### src/rtl/trial_node_picker.sv
module trial_node_picker #(
  parameter int WORD_W   = 96,
  parameter int GRP_W    = 12,
  parameter int MAX_COLS = 24,
  localparam int NGRP    = WORD_W / GRP_W,
  localparam int COL_W   = $clog2(MAX_COLS),
  localparam int BIT_W   = $clog2(WORD_W),
  localparam int LEN_W   = $clog2(MAX_COLS + 1),
  localparam int LOC_W   = $clog2(GRP_W)
) (
  input  logic              clk,
  input  logic              rst_n,
  input  logic              cfg_we,
  input  logic [COL_W-1:0]  cfg_slot,
  input  logic [COL_W-1:0]  cfg_col,
  input  logic [LEN_W-1:0]  cfg_len,
  input  logic              restart,
  input  logic              req,
  output logic              rd_en,
  output logic [COL_W-1:0]  rd_addr,
  input  logic [WORD_W-1:0] rd_data,
  output logic              wr_en,
  output logic [COL_W-1:0]  wr_addr,
  output logic [WORD_W-1:0] wr_data,
  output logic              found,
  output logic [COL_W-1:0]  sel_col,
  output logic [BIT_W-1:0]  sel_bit,
  output logic [WORD_W-1:0] sel_vec,
  output logic              exhausted
);

  logic [COL_W-1:0]  order_q [MAX_COLS];
  logic [COL_W-1:0]  pos_q;
  logic              busy_q;

  logic [NGRP-1:0]   grp_any;
  logic [NGRP-1:0]   grp_pick;
  logic [GRP_W-1:0]  grp_bits [NGRP];
  logic [GRP_W-1:0]  grp_low  [NGRP];
  logic [LOC_W-1:0]  grp_idx  [NGRP];
  logic [WORD_W-1:0] pick_vec;
  logic [BIT_W-1:0]  pick_bit;
  logic              zero_n;

  for (genvar g = 0; g < NGRP; g++) begin : g_grp
    assign grp_bits[g] = rd_data[g*GRP_W +: GRP_W];
    assign grp_any[g]  = |grp_bits[g];
    assign grp_low[g]  = grp_bits[g] & (~grp_bits[g] + 1'b1);
    assign pick_vec[g*GRP_W +: GRP_W] = grp_pick[g] ? grp_low[g] : '0;

    always_comb begin
      grp_idx[g] = '0;
      for (int i = GRP_W - 1; i >= 0; i--)
        if (grp_bits[g][i]) grp_idx[g] = LOC_W'(i);
    end
  end

  assign grp_pick = grp_any & (~grp_any + 1'b1);
  assign zero_n   = |grp_any;

  always_comb begin
    pick_bit = '0;
    for (int g = 0; g < NGRP; g++)
      if (grp_pick[g]) pick_bit = BIT_W'(g * GRP_W) + BIT_W'(grp_idx[g]);
  end

  logic last_slot, start_ok, step, hit, drained;

  assign last_slot = (LEN_W'(pos_q) + 1'b1) >= cfg_len;
  assign start_ok  = !busy_q && req && !exhausted && !restart && (cfg_len != '0);
  assign step      = busy_q && !restart && !zero_n && !last_slot;
  assign hit       = busy_q && !restart && zero_n;
  assign drained   = busy_q && !restart && !zero_n && last_slot;

  assign rd_en   = start_ok || step;
  assign rd_addr = step ? order_q[COL_W'(pos_q + 1'b1)] : order_q[pos_q];
  assign wr_en   = hit;
  assign wr_addr = order_q[pos_q];
  assign wr_data = rd_data ^ pick_vec;

  for (genvar s = 0; s < MAX_COLS; s++) begin : g_order
    always_ff @(posedge clk or negedge rst_n) begin
      if (!rst_n)                                order_q[s] <= COL_W'(s);
      else if (cfg_we && cfg_slot == COL_W'(s)) order_q[s] <= cfg_col;
    end
  end

  always_ff @(posedge clk or negedge rst_n) begin
    if (!rst_n) begin
      busy_q    <= 1'b0;
      pos_q     <= '0;
      exhausted <= 1'b0;
      found     <= 1'b0;
      sel_col   <= '0;
      sel_bit   <= '0;
      sel_vec   <= '0;
    end else if (restart) begin
      busy_q    <= 1'b0;
      pos_q     <= '0;
      exhausted <= 1'b0;
      found     <= 1'b0;
    end else begin
      found <= hit;
      if (hit) begin
        sel_col <= order_q[pos_q];
        sel_bit <= pick_bit;
        sel_vec <= pick_vec;
        busy_q  <= 1'b0;
      end
      if (step) pos_q <= pos_q + 1'b1;
      if (drained) begin
        busy_q    <= 1'b0;
        exhausted <= 1'b1;
      end
      if (!busy_q && req && !exhausted && cfg_len == '0) exhausted <= 1'b1;
      if (start_ok) busy_q <= 1'b1;
    end
  end

endmodule

### config.mk
export PLATFORM = sky130hd
export DESIGN_NAME = trial_node_picker
export DESIGN_NICKNAME = d
export VERILOG_FILES = /design/src/rtl/trial_node_picker.sv
export SDC_FILE = /design/constraint.sdc
export NUM_CORES = 1
export LEC_CHECK = 0
export BUFFER_PORTS_ARGS = -buffer_cell sky130_fd_sc_hd__buf_2
export CORE_MARGIN = 4
export CORE_UTILIZATION = 41
export CTS_CLUSTER_DIAMETER = 80
export DETAILED_ROUTE_END_ITERATION = 6
export SYNTH_ARGS = -nofsm -noshare
export SYNTH_HDL_FRONTEND = slang
export SYNTH_SLANG_ARGS = --single-unit
### constraint.sdc
create_clock -name clk -period 4.8 [get_ports clk]
set_input_delay 0.96 -clock clk [delete_from_list [all_inputs] [get_ports clk]]
set_output_delay 0.96 -clock clk [all_outputs]
set_load 0.1 [all_outputs]
==> impl_results.md, run 1 <==
* Post-synth EDFFs at 0
* Largest net degree at the start of global routing at 159
* Synth Area per Inst at 10.4 µm²
* RSZ-0062 raised after global routing: false
* DIE AREA at 36300 µm²
* Synth area leaders: dfrtp_1 34%, mux4_2 12%, mux2_2 10%, dfstp_2 10%, nand2_1 5.7%
* Number of routed nets with antenna violations at 0
* Clock transition at the registers of the reported paths at 60 ps
* # fillers at 3049
* Synth Area in Adders at 0.916%
* Commonest non-fill, non-tap cell in the layout: buf_2
* Maxcap violations at 0
* Number of H-tree levels at 1
* First-pass GRT wire length at 70.6 mm
* Worst Path Buf+Inv at 3
* Io pins at 334
* Hold_ws at 460 ps
* Worst EP required at 3840 ps
* GPL Wtd Cong at 0.891
* Die height at 191 µm
* Area grow syn2layout at 27.3%
* Maximum fanout along the worst path at 11
* Vias at 12200
* CTS tree: built
* Simple-gate share of the synthesized area at 20.5%
* Distinct cells, synth at 68
* TritonCTS Buffers at 28
* Status: complete, no violations
* Drt wl/cell at 21.5 µm
* Synthesized Nets at 1445
* Post-route minimum period at 4690 ps
* Final Hold Vio Count at 0
* Area fraction of the dominant cell type after synthesis at 33.7%
* Switching share of power at 33.8%
* Core area at 32700 µm²
* Clk network pwr share at 34.6%
* Tcrit/Tclk final at 97.8%
* Yosys top cell by area: dfrtp_1
* Sequential area share after synthesis at 43.7%
* Starting Density at 41.8%
* Synth Flop Type: dfrtp_1
* Slew headroom at 24.7%
* Max Clock Skew at 7.01 ps
* Flop2flop setup slack at 1720 ps
* Number of remaining DRC errors at 0
* Worst-skew pair later-pin latency at 550 ps
* Final nets at 1838
* Largest family of logic cells by synthesized area: multiplexers
* Die width at 191 µm
* Most frequent CP cell: buf_2
* Crit. End Element: primary output
* Final Cell Area at 17400 µm²
* Power Density at 349 nW/µm²
* Async SR Flop Fraction at 100%
* Synth Area in Compound Gates at 9.41%
* Peak supply drop at 0.000248 V
* Worst slew pin tran at 1120 ps
* Clk buf depth at 3
* Mapped Cells at 1319
* Slowest cell on crit path: or4_1
* Critical path, cell by cell: buf_2, or4_1, or3_4, nor4_4, buf_6, nand3_2, or4_4, o21a_1, buf_2
* Placed Area at 16500 µm²
* Critical Path Start Type: input port
* Sequential group share of total power at 40.0%
* Largest delay contributor family on the critical path: simple AND/OR/NAND/NOR gates
* WP data arrival at 3730 ps
* Syn. warnings at 0
* Vias in the first global route at 11900
* Gate power share at 25.4%
* CP peak stage delay at 610 ps
* First drt pass iteration count at 5
* Share of layout cells above drive strength 1 at 43.1%
* Cell internal pwr at 4020 µW
* Multiplexer area fraction after synthesis at 22.0%
* Total GRT Usage at 24.8%
* Setup CP Type: in2out
* Max Clk Rate at 213 MHz
* DR iter-0 viols at 867
* XOR/XNOR Fraction of Synth Area at 0.320%
* Clock root buffer: clkbuf_16
* Port bufs at 332
* Leakage at 0.00814 µW
* Type of the most critical hold path: reg2reg
* Final wirelength at 46.8 mm
* Final setup TNS at 0 ps
* Final setup violation count at 0
* Sw Pwr at 2050 µW
* Most frequent cells in the layout: 324 x buf_2, 207 x nand2_1, 183 x dfrtp_1, 125 x mux2_2, 101 x nor2_1
* Row count at 66
* Post-synthesis register bit count at 236
* Setup bufs post-CTS at 0
* Post-synthesis cell area at 13700 µm²
* Total gr overflow at 0
* Clock sink count at 236
* DPL Wire Length at 36.0 mm
* Initial antenna violation count at 5
* Vias per cell at 5.62
* Final slew viol count at 0
state kept, by name, summed over array words and instances, names as in the netlist:
signal and cells:
exhausted 1, sel_bit 7, sel_col 5, sel_vec 96, found 1, busy_q 1
pos_q 5, order_q 120
power groups by stage:
| stage | sequential [µW] | combinational [µW] | clock, µW |
|---|---|---|---|
| after floorplan | 2570 | 966 | 0 |
| after global placement | 2440 | 1520 | 0 |
| after detailed placement | 2460 | 1540 | 0 |
| after CTS | 2420 | 1550 | 2150 |
| after global routing | 2450 | 1620 | 2230 |
| final | 2430 | 1540 | 2100 |
metrics by stage:
step | total power (µW) | setup WS, ps | util, % | cells
global route | 6310 | 14.2 | 53.2 | 2177
CTS | 6120 | 66.3 | 53.1 | 2176
detailed placement | 4000 | -12.8 | 50.3 | 2124
finish | 6070 | 108 | 53.2 | 2177
floorplan | 3540 | -476 | - | 1319
global placement | 3960 | -10.3 | 50.3 | 2124
path summary, 6_finish.rpt:
| path | from | to | depth (start not counted) |
|---|---|---|---|
| setup / recovery | rd_data[9] | wr_data[95] | 9 |
| hold / removal | sel_vec[31] | sel_vec[31] | 2 |
| setup reg to reg | pos_q[0] | pos_q[4] | 12 |
| hold reg to reg | sel_vec[31] | sel_vec[31] | 2 |
| max in group asynchronous | rst_n | order_q[41] | 2 |
| min in group asynchronous | rst_n | sel_vec[71] | 1 |
cell type report:
class | count | area [µm²] | area share [%]
Multi-Input combinational cell | 976 | 7330 | 42.1
Sequential cell | 236 | 5970 | 34.3
Timing Repair Buffer | 425 | 2460 | 14.1
Clock buffer | 43 | 838 | 4.82
Tap cell | 442 | 553 | 3.18
Inverter | 45 | 169 | 0.971
Clock inverter | 9 | 76.3 | 0.439
Antenna cell | 1 | 2.50 | 0.0144
kinds of logic after synthesis:
family	count (synthesis)
xor+xnor	5
mux	197
fa+ha+maj	10
compound gates	194
buf+inv	107
flops	236
simple gates	569
other cells	1
synth_stat cells (7+ instances only):
| cell | instances |
|---|---|
| a22oi_1 | 8 |
| mux2_2 | 125 |
| nand3_1 | 67 |
| mux4_2 | 70 |
| dfrtp_1 | 184 |
| and2_1 | 29 |
| nor2b_1 | 38 |
| nor2_1 | 102 |
| inv_1 | 45 |
| nand4_1 | 15 |
| o31ai_1 | 21 |
| nor4_1 | 24 |
| or4_1 | 10 |
| o21ai_0 | 49 |
| nor3_1 | 28 |
| clkbuf_1 | 39 |
| or3_1 | 7 |
| o21a_1 | 9 |
| nand2b_1 | 10 |
| ha_1 | 10 |
| buf_2 | 17 |
| dfstp_2 | 52 |
| a21boi_0 | 13 |
| nand2_1 | 207 |
| a22o_1 | 9 |
| a21oi_1 | 36 |
timing repair:
action	in CTS	in global routing
gates resized for setup	4	6
setup endpoints to repair	4	7
hold buffers	0	0
tightest hold or removal path, stage by stage (launching register included):
cell and delay [ps]:
dfrtp_1 340, nand2_1 50, nand2_1 40
layer usage:
layer  wire length (µm)  global-route usage, %  vias to the layer above
met1              19700                   33.6                     6056
met5                 45                      0                        -
met2              22200                   40.8                      462
li1                   -                      -                     5613
met3               3090                   4.17                       91
met4               1730                   8.01                        8
Power figures use the tool's default switching activity.
==> run 2, diff against run 1 <==
--- a/config.mk
+++ b/config.mk
@@ -5,11 +5,13 @@
 export SDC_FILE = /design/constraint.sdc
 export NUM_CORES = 1
 export LEC_CHECK = 0
+export ABC_AREA = 1
 export BUFFER_PORTS_ARGS = -buffer_cell sky130_fd_sc_hd__buf_2
 export CORE_MARGIN = 4
 export CORE_UTILIZATION = 41
 export CTS_CLUSTER_DIAMETER = 80
 export DETAILED_ROUTE_END_ITERATION = 6
+export PLACE_DENSITY = 0.69
 export SYNTH_ARGS = -nofsm -noshare
 export SYNTH_HDL_FRONTEND = slang
 export SYNTH_SLANG_ARGS = --single-unit
==> run 2 against run 1 <==
Net effect:
- global-route usage up 1.6 points
- synthesized cell count is 52% higher
- sequential cell count unchanged
==> impl_results.md, run 2 <==
* DPL Wire Length at 38.6 mm
* Yosys top cell by area: dfrtp_1
* Async SR Flop Fraction at 100%
* Number of H-tree levels at 1
* Seq. cell area at 5970 µm²
* Most frequent cells in the layout: 477 x nand2_1, 325 x buf_2, 286 x o21ai_0, 255 x inv_1, 183 x dfrtp_1
* Critical Path Start Type: flip-flop
* Type of the most critical hold path: reg2reg
* Row count at 67
* Synth area leaders: dfrtp_1 32%, nand2_1 13%, o21ai_0 10%, dfstp_2 9.6%, inv_1 6.8%
* Synthesized Nets at 2133
* Clock sink count at 236
* Largest register FFs at 120
* Hold_buf cts at 0
* Largest net degree at the start of global routing at 123
* Post-synthesis register bit count at 236
* Area grow syn2layout at 22.3%
* Clock transition at the registers of the reported paths at 60 ps
* Final nets at 2427
* Final slew viol count at 0
* Power Density at 359 nW/µm²
* Number of remaining DRC errors at 0
* Final setup violation count at 0
* Commonest non-fill, non-tap cell in the layout: nand2_1
* Vias in the first global route at 14300
* Post-synth EDFFs at 0
* CTS tree: built
* RSZ-0062 raised after global routing: false
* Worst EP required at 3840 ps
* TritonCTS Buffers at 28
* Final setup TNS at 0 ps
* Initial antenna violation count at 8
* Sequential area share after synthesis at 42.0%
* Syn. warnings at 0
* Area fraction of the dominant cell type after synthesis at 32.4%
* Top flop regs: order_q (120), sel_vec (96), sel_bit (7)
* First-pass GRT wire length at 81.3 mm
* Port bufs at 332
* GPL Wtd Cong at 0.981
* Total GRT Usage at 26.4%
* Synth Area per Inst at 7.08 µm²
* Share of layout cells above drive strength 1 at 22.3%
* Worst slew pin tran at 1270 ps
* Status: complete, no violations
* Most frequent cells after synthesis: 477 x nand2_1, 288 x o21ai_0, 256 x inv_1
* Clk buf depth at 3
* Distinct cells, synth at 43
* Post-synthesis cell area at 14200 µm²
* Mapped Cells at 2007
* Die height at 194 µm
* Setup CP Type: reg2out
* Synth Flop Type: dfrtp_1
* WP data arrival at 3620 ps
* Multi-input logic area at 6910 µm²
* Count leader, synth: nand2_1
* Layout Utilization at 51.3%
* Peak supply drop at 0.000266 V
* Largest Register: order_q
* Worst-skew pair later-pin latency at 560 ps
* Drt wl/cell at 18.6 µm
* Total gr overflow at 0
* First drt pass iteration count at 6
* Final Hold Vio Count at 0
* Io pins at 334
* Crit. End Element: primary output
* Final wirelength at 51.6 mm
* Vias at 14900
* Slew headroom at 15.3%
* Core area at 33900 µm²
* Leakage at 0.00875 µW
* Maxcap violations at 0
* Max Clk Rate at 218 MHz
* Die width at 194 µm
* Clock root buffer: clkbuf_16
* Maximum fanout along the worst path at 17
* DR iter-0 viols at 1222
* DIE AREA at 37700 µm²
* Post-route minimum period at 4580 ps
* Tcrit/Tclk final at 95.4%
* Vias per cell at 5.38
* # fillers at 3451
* Max Clock Skew at 21.9 ps
* Starting Density at 42.0%
* Number of routed nets with antenna violations at 0
[run 2: cell type report]
cell class,instances,area share (%)
Clock inverter,13,1.12
Clock buffer,39,4.67
Multi-Input combinational cell,1420,39.7
Timing Repair Buffer,352,11.1
Antenna cell,5,0.0720
Inverter,263,5.69
Tap cell,448,3.22
Sequential cell,236,34.4
[run 2: worst paths after layout]
| path | from | to | slack (ps) | cells after the start |
|---|---|---|---|---|
| hold reg to reg | sel_vec[72] | sel_vec[72] | 470 | 2 |
| hold / removal | sel_vec[72] | sel_vec[72] | 470 | 2 |
| max in group asynchronous | rst_n | order_q[48] | 3220 | 2 |
| setup reg to reg | pos_q[0] | pos_q[4] | 1940 | 13 |
| min in group asynchronous | rst_n | order_q[31] | 500 | 1 |
| setup / recovery | pos_q[0] | rd_addr[0] | 220 | 13 |
[run 2: cells by family (layout without fill, tap and decap cells)]
group,count (synthesis),count (layout),share of synthesized area [%]
xor gates and xnor gates,3,3,0.185
other,1,6,0.0264
buffers and inverters,351,667,9.59
and+or+nand+nor,897,897,27.9
adders and majority gates,10,10,0.880
DFF,236,236,42.0
AOI/OAI and AO/OA,509,509,19.4
[run 2: repair_timing]
action / 4_1_cts / 5_1_grt
setup buffers: 0 / 2
resized for setup: 0 / 4
hold endpoints to repair: 0 / 0
setup endpoints to repair: 0 / 6
[run 2: worst max-delay path, cell delays in order (launching register included)]
cell,delay (ps)
dfrtp_4,490
ha_2,210
nand3_1,130
xor2_2,200
inv_1,160
ha_1,330
nand2_1,70
inv_1,50
a221oi_1,250
nand3_1,190
nor3b_4,350
inv_4,160
o21ai_1,240
buf_12,210
[run 2: report_power, final]
part | internal, µW | switching (µW)
registers | 2270 | 142
clock network | 1400 | 906
logic | 339 | 1190
total | 4010 | 2240
[run 2: metal layers]
metal  vias up  track usage, %  routed length [µm]
li1       7199               -                   -
met1      7010            34.7               21200
met2       621            43.9               24300
met3        92            5.98                4420
met4         8            7.60                1640
met5         -               0                  49
[run 2: per-stage QoR]
step	area, µm²	setup slack, ps	hold WS (ps)	total power (µW)	instances
6_report	17400	222	474	6240	2776
5_1_grt	17400	16.8	496	6510	2774
4_1_cts	17300	99.1	478	6280	2769
3_5_place_dp	16300	575	463	3960	2717
3_3_place_gp	16300	620	461	3930	2717
2_1_floorplan	14200	-123	453	3520	2007
